### src/rtl/pt_walk_pkg.sv
package pt_walk_pkg;

  // Entry bit positions (decoded by the tables' owner, so fixed)
  localparam int ENT_PRESENT  = 0;
  localparam int ENT_WRITABLE = 1;
  localparam int ENT_USER     = 2;
  localparam int ENT_ACCESSED = 5;
  localparam int ENT_DIRTY    = 6;
  localparam int ENT_LARGE    = 7;

  typedef enum logic [3:0] {
    ST_IDLE,
    ST_DIR_RD,
    ST_DIR_CHK,
    ST_DIR_WB,
    ST_TBL_RD,
    ST_TBL_CHK,
    ST_TBL_WB,
    ST_DONE,
    ST_FAULT
  } walkState_t;

  // Control -> datapath strobes
  typedef struct packed {
    logic capReq;     // latch request and control inputs
    logic latchFlat;  // identity result (paging off)
    logic capDir;     // latch directory entry from memory
    logic capTbl;     // latch table entry from memory
    logic memSelTbl;  // memory port addresses the table entry
    logic latchMap;   // latch translated result
    logic latchFault; // latch fault code and address
    logic faultProt;  // fault is a permission failure
  } walkStrobe_t;

  // Datapath -> control status
  typedef struct packed {
    logic dirPresent;
    logic dirLarge;
    logic dirAccessed;
    logic dirProtFail;
    logic dirNeedWb;
    logic tblPresent;
    logic tblProtFail;
    logic tblNeedWb;
  } walkStatus_t;

  function automatic logic denyAccess(input logic entU, input logic entW,
                                      input logic isUser, input logic isWrite,
                                      input logic wpEn);
    if (isUser) return !entU || (isWrite && !entW);
    return wpEn && isWrite && !entW;
  endfunction

  function automatic logic mayWrite(input logic entW, input logic isUser,
                                    input logic wpEn);
    if (isUser) return entW;
    return !wpEn || entW;
  endfunction

endpackage

### src/rtl/walk_dpath.sv
module walk_dpath
  import pt_walk_pkg::*;
#(
  parameter int ADDR_W = 32,
  parameter int OFF_W  = 12
) (
  input  logic              clk,
  input  logic              rstN,
  input  walkStrobe_t       strb,
  output walkStatus_t       stat,
  input  logic [ADDR_W-1:0] reqAddr,
  input  logic              reqWrite,
  input  logic              reqUser,
  input  logic              wpOn,
  input  logic              largeOn,
  input  logic [ADDR_W-1:0] dirBase,
  input  logic [ADDR_W-1:0] a20Mask,
  input  logic [ADDR_W-1:0] memRdata,
  output logic [ADDR_W-1:0] memAddr,
  output logic [ADDR_W-1:0] memWdata,
  output logic [ADDR_W-1:0] physAddr,
  output logic              permRead,
  output logic              permWrite,
  output logic              permExec,
  output logic [2:0]        faultCode,
  output logic [ADDR_W-1:0] faultAddr
);

  localparam int ENT_LOG = $clog2(ADDR_W / 8);
  localparam int IDX_W   = (ADDR_W - OFF_W) / 2;
  localparam int DIR_LSB = OFF_W + IDX_W;
  localparam int PAD_W   = ADDR_W - IDX_W - ENT_LOG;
  localparam logic [ADDR_W-1:0] FRAME_MASK = ~((ADDR_W'(1) << OFF_W) - ADDR_W'(1));
  localparam logic [ADDR_W-1:0] SET_A      = ADDR_W'(1) << ENT_ACCESSED;
  localparam logic [ADDR_W-1:0] SET_D      = ADDR_W'(1) << ENT_DIRTY;

  logic [ADDR_W-1:0] vaR, baseR, a20R, pdeR, pteR;
  logic              wrR, usR, wpR, lgR;

  logic [ADDR_W-1:0] dirAddr, tblAddr, dirWb, tblWb;
  logic              isLarge, effU, effW;

  assign isLarge = pdeR[ENT_LARGE] & lgR;
  assign effU    = pdeR[ENT_USER] & pteR[ENT_USER];
  assign effW    = pdeR[ENT_WRITABLE] & pteR[ENT_WRITABLE];

  assign dirAddr = ((baseR & FRAME_MASK) +
                    {{PAD_W{1'b0}}, vaR[ADDR_W-1:DIR_LSB], {ENT_LOG{1'b0}}}) & a20R;
  assign tblAddr = ((pdeR & FRAME_MASK) +
                    {{PAD_W{1'b0}}, vaR[DIR_LSB-1:OFF_W], {ENT_LOG{1'b0}}}) & a20R;

  // Dirty is set on the directory only when it is the final (large) entry
  assign dirWb = pdeR | SET_A | ((isLarge && wrR) ? SET_D : '0);
  assign tblWb = pteR | SET_A | (wrR ? SET_D : '0);

  assign memAddr  = strb.memSelTbl ? tblAddr : dirAddr;
  assign memWdata = strb.memSelTbl ? tblWb : dirWb;

  always_comb begin
    stat             = '0;
    stat.dirPresent  = pdeR[ENT_PRESENT];
    stat.dirLarge    = isLarge;
    stat.dirAccessed = pdeR[ENT_ACCESSED];
    stat.dirProtFail = denyAccess(pdeR[ENT_USER], pdeR[ENT_WRITABLE], usR, wrR, wpR);
    stat.dirNeedWb   = !pdeR[ENT_ACCESSED] || (wrR && !pdeR[ENT_DIRTY]);
    stat.tblPresent  = pteR[ENT_PRESENT];
    stat.tblProtFail = denyAccess(effU, effW, usR, wrR, wpR);
    stat.tblNeedWb   = !pteR[ENT_ACCESSED] || (wrR && !pteR[ENT_DIRTY]);
  end

  // Final result computed from the entries as they stand after write-back
  logic [ADDR_W-1:0] mapPhys;
  logic              mapWrite;

  always_comb begin
    if (isLarge) begin
      mapPhys  = {pdeR[ADDR_W-1:DIR_LSB], vaR[DIR_LSB-1:0]} & a20R;
      mapWrite = (pdeR[ENT_DIRTY] | wrR) & mayWrite(pdeR[ENT_WRITABLE], usR, wpR);
    end else begin
      mapPhys  = {pteR[ADDR_W-1:OFF_W], vaR[OFF_W-1:0]} & a20R;
      mapWrite = (pteR[ENT_DIRTY] | wrR) & mayWrite(effW, usR, wpR);
    end
  end

  always_ff @(posedge clk or negedge rstN) begin
    if (!rstN) begin
      vaR       <= '0;
      baseR     <= '0;
      a20R      <= '0;
      pdeR      <= '0;
      pteR      <= '0;
      wrR       <= 1'b0;
      usR       <= 1'b0;
      wpR       <= 1'b0;
      lgR       <= 1'b0;
      physAddr  <= '0;
      permRead  <= 1'b0;
      permWrite <= 1'b0;
      permExec  <= 1'b0;
      faultCode <= '0;
      faultAddr <= '0;
    end else begin
      if (strb.capReq) begin
        vaR   <= reqAddr;
        wrR   <= reqWrite;
        usR   <= reqUser;
        wpR   <= wpOn;
        lgR   <= largeOn;
        baseR <= dirBase;
        a20R  <= a20Mask;
      end
      if (strb.capDir) pdeR <= memRdata;
      if (strb.capTbl) pteR <= memRdata;
      if (strb.latchFlat) begin
        physAddr  <= reqAddr & a20Mask;
        permRead  <= 1'b1;
        permWrite <= 1'b1;
        permExec  <= 1'b1;
      end
      if (strb.latchMap) begin
        physAddr  <= mapPhys;
        permRead  <= 1'b1;
        permWrite <= mapWrite;
        permExec  <= 1'b1;
      end
      if (strb.latchFault) begin
        faultCode <= {usR, wrR, strb.faultProt};
        faultAddr <= vaR;
        permRead  <= 1'b0;
        permWrite <= 1'b0;
        permExec  <= 1'b0;
      end
    end
  end


  fault_addr_chk: assert property (@(posedge clk) disable iff (!rstN)
    strb.latchFault |=> (faultAddr == $past(vaR)) && (faultCode[0] == $past(strb.faultProt)));

endmodule

### src/rtl/walk_ctrl.sv
module walk_ctrl
  import pt_walk_pkg::*;
(
  input  logic        clk,
  input  logic        rstN,
  input  logic        reqValid,
  input  logic        pagingOn,
  input  logic        memReady,
  input  walkStatus_t stat,
  output walkStrobe_t strb,
  output logic        busy,
  output logic        done,
  output logic        fault,
  output logic        memReq,
  output logic        memWe
);

  walkState_t state, stateNext;

  always_ff @(posedge clk or negedge rstN) begin
    if (!rstN) state <= ST_IDLE;
    else       state <= stateNext;
  end

  assign busy   = (state != ST_IDLE);
  assign done   = (state == ST_DONE);
  assign fault  = (state == ST_FAULT);
  assign memWe  = (state == ST_DIR_WB) || (state == ST_TBL_WB);
  assign memReq = (state == ST_DIR_RD) || (state == ST_TBL_RD) || memWe;

  always_comb begin
    stateNext = state;
    strb      = '0;
    unique case (state)
      ST_IDLE: begin
        if (reqValid) begin
          strb.capReq = 1'b1;
          if (!pagingOn) begin
            strb.latchFlat = 1'b1;
            stateNext      = ST_DONE;
          end else begin
            stateNext = ST_DIR_RD;
          end
        end
      end
      ST_DIR_RD: begin
        if (memReady) begin
          strb.capDir = 1'b1;
          stateNext   = ST_DIR_CHK;
        end
      end
      ST_DIR_CHK: begin
        if (!stat.dirPresent) begin
          strb.latchFault = 1'b1;
          stateNext       = ST_FAULT;
        end else if (stat.dirLarge) begin
          if (stat.dirProtFail) begin
            strb.latchFault = 1'b1;
            strb.faultProt  = 1'b1;
            stateNext       = ST_FAULT;
          end else if (stat.dirNeedWb) begin
            stateNext = ST_DIR_WB;
          end else begin
            strb.latchMap = 1'b1;
            stateNext     = ST_DONE;
          end
        end else if (!stat.dirAccessed) begin
          stateNext = ST_DIR_WB;
        end else begin
          stateNext = ST_TBL_RD;
        end
      end
      ST_DIR_WB: begin
        if (memReady) begin
          if (stat.dirLarge) begin
            strb.latchMap = 1'b1;
            stateNext     = ST_DONE;
          end else begin
            stateNext = ST_TBL_RD;
          end
        end
      end
      ST_TBL_RD: begin
        strb.memSelTbl = 1'b1;
        if (memReady) begin
          strb.capTbl = 1'b1;
          stateNext   = ST_TBL_CHK;
        end
      end
      ST_TBL_CHK: begin
        strb.memSelTbl = 1'b1;
        if (!stat.tblPresent) begin
          strb.latchFault = 1'b1;
          stateNext       = ST_FAULT;
        end else if (stat.tblProtFail) begin
          strb.latchFault = 1'b1;
          strb.faultProt  = 1'b1;
          stateNext       = ST_FAULT;
        end else if (stat.tblNeedWb) begin
          stateNext = ST_TBL_WB;
        end else begin
          strb.latchMap = 1'b1;
          stateNext     = ST_DONE;
        end
      end
      ST_TBL_WB: begin
        strb.memSelTbl = 1'b1;
        if (memReady) begin
          strb.latchMap = 1'b1;
          stateNext     = ST_DONE;
        end
      end
      ST_DONE:  stateNext = ST_IDLE;
      ST_FAULT: stateNext = ST_IDLE;
      default:  stateNext = ST_IDLE;
    endcase
  end


  resp_release_chk: assert property (@(posedge clk) disable iff (!rstN)
    (done || fault) |=> !busy);


  accept_chk: assert property (@(posedge clk) disable iff (!rstN)
    (!busy && reqValid) |=> busy);


  stall_hold_chk: assert property (@(posedge clk) disable iff (!rstN)
    (memReq && !memReady) |=> memReq);

endmodule

### src/rtl/pt_walker.sv
module pt_walker
  import pt_walk_pkg::*;
#(
  parameter int ADDR_W = 32,
  parameter int OFF_W  = 12
) (
  input  logic              clk,
  input  logic              rstN,
  input  logic              reqValid,
  input  logic [ADDR_W-1:0] reqAddr,
  input  logic              reqWrite,
  input  logic              reqUser,
  input  logic              pagingOn,
  input  logic              wpOn,
  input  logic              largeOn,
  input  logic [ADDR_W-1:0] dirBase,
  input  logic [ADDR_W-1:0] a20Mask,
  output logic              busy,
  output logic              done,
  output logic              fault,
  output logic [ADDR_W-1:0] physAddr,
  output logic              permRead,
  output logic              permWrite,
  output logic              permExec,
  output logic [2:0]        faultCode,
  output logic [ADDR_W-1:0] faultAddr,
  output logic              memReq,
  output logic              memWe,
  output logic [ADDR_W-1:0] memAddr,
  output logic [ADDR_W-1:0] memWdata,
  input  logic [ADDR_W-1:0] memRdata,
  input  logic              memReady
);

  walkStrobe_t strb;
  walkStatus_t stat;

  walk_ctrl ctrl_i (
    .clk      (clk),
    .rstN     (rstN),
    .reqValid (reqValid),
    .pagingOn (pagingOn),
    .memReady (memReady),
    .stat     (stat),
    .strb     (strb),
    .busy     (busy),
    .done     (done),
    .fault    (fault),
    .memReq   (memReq),
    .memWe    (memWe)
  );

  walk_dpath #(
    .ADDR_W (ADDR_W),
    .OFF_W  (OFF_W)
  ) dpath_i (
    .clk       (clk),
    .rstN      (rstN),
    .strb      (strb),
    .stat      (stat),
    .reqAddr   (reqAddr),
    .reqWrite  (reqWrite),
    .reqUser   (reqUser),
    .wpOn      (wpOn),
    .largeOn   (largeOn),
    .dirBase   (dirBase),
    .a20Mask   (a20Mask),
    .memRdata  (memRdata),
    .memAddr   (memAddr),
    .memWdata  (memWdata),
    .physAddr  (physAddr),
    .permRead  (permRead),
    .permWrite (permWrite),
    .permExec  (permExec),
    .faultCode (faultCode),
    .faultAddr (faultAddr)
  );


  mem_stable_chk: assert property (@(posedge clk) disable iff (!rstN)
    (memReq && !memReady) |=> $stable(memAddr) && $stable(memWe) && $stable(memWdata));


  wb_accessed_chk: assert property (@(posedge clk) disable iff (!rstN)
    (memReq && memWe) |-> memWdata[ENT_ACCESSED]);


  done_perm_chk: assert property (@(posedge clk) disable iff (!rstN)
    done |-> (permRead && permExec));

endmodule

### config.mk
export PLATFORM = sky130hd
export DESIGN_NAME = pt_walker
export DESIGN_NICKNAME = d
export VERILOG_FILES = /design/src/rtl/pt_walk_pkg.sv /design/src/rtl/walk_dpath.sv /design/src/rtl/walk_ctrl.sv /design/src/rtl/pt_walker.sv
export SDC_FILE = /design/constraint.sdc
export NUM_CORES = 1
export LEC_CHECK = 0
export BUFFER_PORTS_ARGS = -buffer_cell sky130_fd_sc_hd__buf_2
export CORE_MARGIN = 2
export CORE_UTILIZATION = 50
export DETAILED_ROUTE_END_ITERATION = 10
export PLACE_DENSITY = 0.76
export RECOVER_POWER = 50
export SKIP_LAST_GASP = 1
export SLEW_MARGIN = 40
export SYNTH_ARGS = -nofsm -noshare
export SYNTH_HDL_FRONTEND = slang
export SYNTH_SLANG_ARGS = --single-unit
### constraint.sdc
create_clock -name clk -period 4.4 [get_ports clk]
set_clock_uncertainty 0.05 [all_clocks]
set_input_delay 0.22 -clock clk [delete_from_list [all_inputs] [get_ports clk]]
set_output_delay 0.22 -clock clk [all_outputs]
set_load 0.03 [all_outputs]
==> metrics.md <==
| Metric | Value |
|---|---|
| Seq cells post-synth | 225 |
| DR vias/cell | 5.45 |
| Register area share after synthesis | 53.3% |
| Synth cell types | 52 |
| Max-cap viol count | 1 |
| Internal reg-to-reg setup slack | 1.42 ns |
| Worst-Skew Late Latency | 0.52 ns |
| Ranking of synthesized cells by area | dfrtp_1 (53%), mux2_2 (17%), nand2_1 (9.0%), mux2_4 (3.8%), mux2i_1 (3.0%) |
| Layout area overhead | 32.9% |
| Boundary Pins | 276 |
| Num rows | 53 |
| Area of placed instances | 0.0121 sq mm |
| Synthesized instance count | 929 |
| Share of layout cells above drive strength 1 | 33.7% |
| Hold Vio Cnt, Final | 0 |
| Initial antenna violation count | 0 |
| Final Slew Violations | 49 |
| Failing checks | max-capacitance violations, max-slew violations |
| Required time of the critical path | 4.13 ns |
| Final net count | 1,431 |
| Leak pwr | 6.95 nW |
| Setup violators final | 0 |
| CORE AREA | 0.0209 sq mm |
| Synth top area share | 53.3% |
| Post-route design area | 0.0140 sq mm |
| Slew HR | -94.3% |
| DR pass1 iterations | 5 |
| Leading area contributor after synthesis | dfrtp_1 |
| Post-route minimum period | 3.27 ns |
| Total Routed Length | 31.0 mm |
| R2R cell count | 4 |
| Fmax | 306 MHz |
| Top cells by count, synth | nand2_1 (252), dfrtp_1 (225), mux2_2 (159), a21oi_1 (37), and3_1 (33) |
| Average size of a mapped cell | 11.4 sq um |
| Crit-path max FO | 33 |
| Starting DRT DRC Count | 404 |
| Initial core utilization | 50.5% |
| Die Y | 149 microns |
| Outcome | finished with violations |
| Type of the tightest min-delay check | in -> reg |
| Critical Path Sink Type | output pin |
| Place WS | 1.55 ns |
| Cells after DPL | 1,420 |
| Final hold slack | 0.261 ns |
| Post-Layout Cell Count | 1,586 |
| Largest net degree at the start of global routing | 105 |
| First-pass GRT wire length | 47.6 mm |
| Synthesis Warnings | 0 |
| Period utilisation layout | 74.3% |
| Pwr dens | 831 mW/mm^2 |
| Sinks on Clock Net | 225 |
| Final WS setup | 1.13 ns |
| Setup_tns | 0 ns |
| Clock Pin Slew Worst Setup and Hold Paths | 0.06 ns |
| Main synth FF type | dfrtp_1 |
| Worst ir drop on vdd | 0.000475 V |
| Die area | 0.0223 sq mm |
| CTS HTree Levels | 1 |
| Total Power Consumption | 11.7 mW |
| Worst slew pin tran | 2.92 ns |
| Final global-route overflow total | 0 |
| Die Wd | 149 microns |
| IO Port Bufs | 260 |
| Mapped Area | 0.0106 sq mm |
| Post-DP HPWL | 19.1 mm |
| Crit start category | register |
| Vias in the first global route | 8,839 |
| RSZ-0062 raised after global routing | no |
| Total vias in the final route | 8,646 |
| Crit path kind | reg -> out |
| Clock buffer depth | 3 |
| TritonCTS buffer count | 25 |
| Filler Cell Count | 1,576 |
| Routability cong. | 0.824 |
| Routed Antenna Nets | 0 |
| DRC violations left | 0 |
| Fin util | 67.2% |
| Hold path depth | 4 |
| Number of synthesized flops with an enable pin | 0 |
| CTS tree | yes |
| Async SR Flop Fraction | 100% |
| Post-CTS setup buffers | 0 |
| Root buf cell | clkbuf_16 |
| All-Layer GR Usage | 27.3% |
| Count leader, synth | nand2_1 |
| Crit path DAT | 3.00 ns |
| Routed len/inst | 19.6 microns |
-- path summary, 6_finish.rpt --
check	from	endpoint
max	ctrl_i.state[2]	memAddr[5]
min	pagingOn	ctrl_i.state[1]
max reg2reg	ctrl_i.state[0]	dpath_i.a20R[21]
min reg2reg	dpath_i.faultCode[0]	dpath_i.faultCode[0]
max in group asynchronous	rstN	dpath_i.physAddr[8]
min in group asynchronous	rstN	dpath_i.baseR[27]
-- timing repair --
| item | in CTS | in global routing |
|---|---|---|
| resized for setup | 0 | 0 |
| hold endpoints to repair | 256 | 0 |
| setup endpoints to repair | 0 | 0 |
| hold buffers | 122 | 0 |
-- area by class of cell --
type / instances / area (sq um) / share of cell area (%)
flip-flops and latches: 225 / 5630 / 40.1
multi-input cells: 641 / 4650 / 33.2
repair buffers: 394 / 2590 / 18.5
clock buffers: 40 / 762 / 5.43
well taps: 275 / 344 / 2.45
inverters: 7 / 26.3 / 0.187
clock inverters: 3 / 18.8 / 0.134
diodes: 1 / 2.50 / 0.0178
-- layer usage --
layer / GRT usage [%] / part of all wire, % / vias up / wire length [microns]
met5: 0 / 0 / - / 0
li1: - / - / 3911 / -
met1: 34.6 / 41 / 4329 / 12900
met2: 47.1 / 50 / 334 / 15400
met3: 4.92 / 5.7 / 72 / 1780
met4: 9.62 / 3.2 / 0 / 992
-- power breakdown --
group / switching (mW) / total, mW / internal (mW)
Sequential: 0.874 / 4.01 / 3.14
Clock: 0.822 / 2.00 / 1.17
Combinational: 3.44 / 5.66 / 2.21
-- layout by cell type (no fill, tap or decap), types with 9 or more instances in the layout --
cell             n
a21boi_0        30
a21oi_1         36
and3_1          33
buf_2          191
clkbuf_1        76
clkbuf_16       25
dfrtp_1        225
dlygate4sd3_1  122
mux2_2         159
mux2_4          27
mux2i_1         32
nand2_1        249
nor2_1           9
-- flip-flops by register name, summed over array words and instances (netlist names) --
| register | cells |
|---|---|
| dpath_i.wrR | 1 |
| dpath_i.physAddr | 32 |
| dpath_i.faultAddr | 32 |
| ctrl_i.state | 4 |
| dpath_i.permWrite | 1 |
| dpath_i.vaR | 32 |
| dpath_i.pdeR | 32 |
| dpath_i.baseR | 20 |
| dpath_i.pteR | 32 |
| dpath_i.lgR | 1 |
| dpath_i.permExec | 1 |
| dpath_i.usR | 1 |
| dpath_i.wpR | 1 |
| dpath_i.a20R | 32 |
| dpath_i.faultCode | 3 |
-- cell families (layout without fill, tap and decap cells) --
group | count (synthesis) | count (layout) | share of synthesized area (%)
compound gates | 97 | 97 | 6.42
xor+xnor | 1 | 1 | 0.0830
buf+inv | 64 | 444 | 3.08
flops | 225 | 225 | 53.3
mux | 219 | 219 | 23.9
other cells | 2 | 4 | 0.0712
simple gates | 321 | 321 | 13.1
-- worst max-delay path, cell delays in order, from the launching register on --
cell and delay, ns:
dfrtp_1 0.72, nand2b_1 0.30, a21oi_4 0.45, buf_16 0.22, buf_12 0.23, nand2_1 0.07
a21boi_0 0.22, buf_2 0.24
Note: power is estimated with default switching activity, not from simulation.
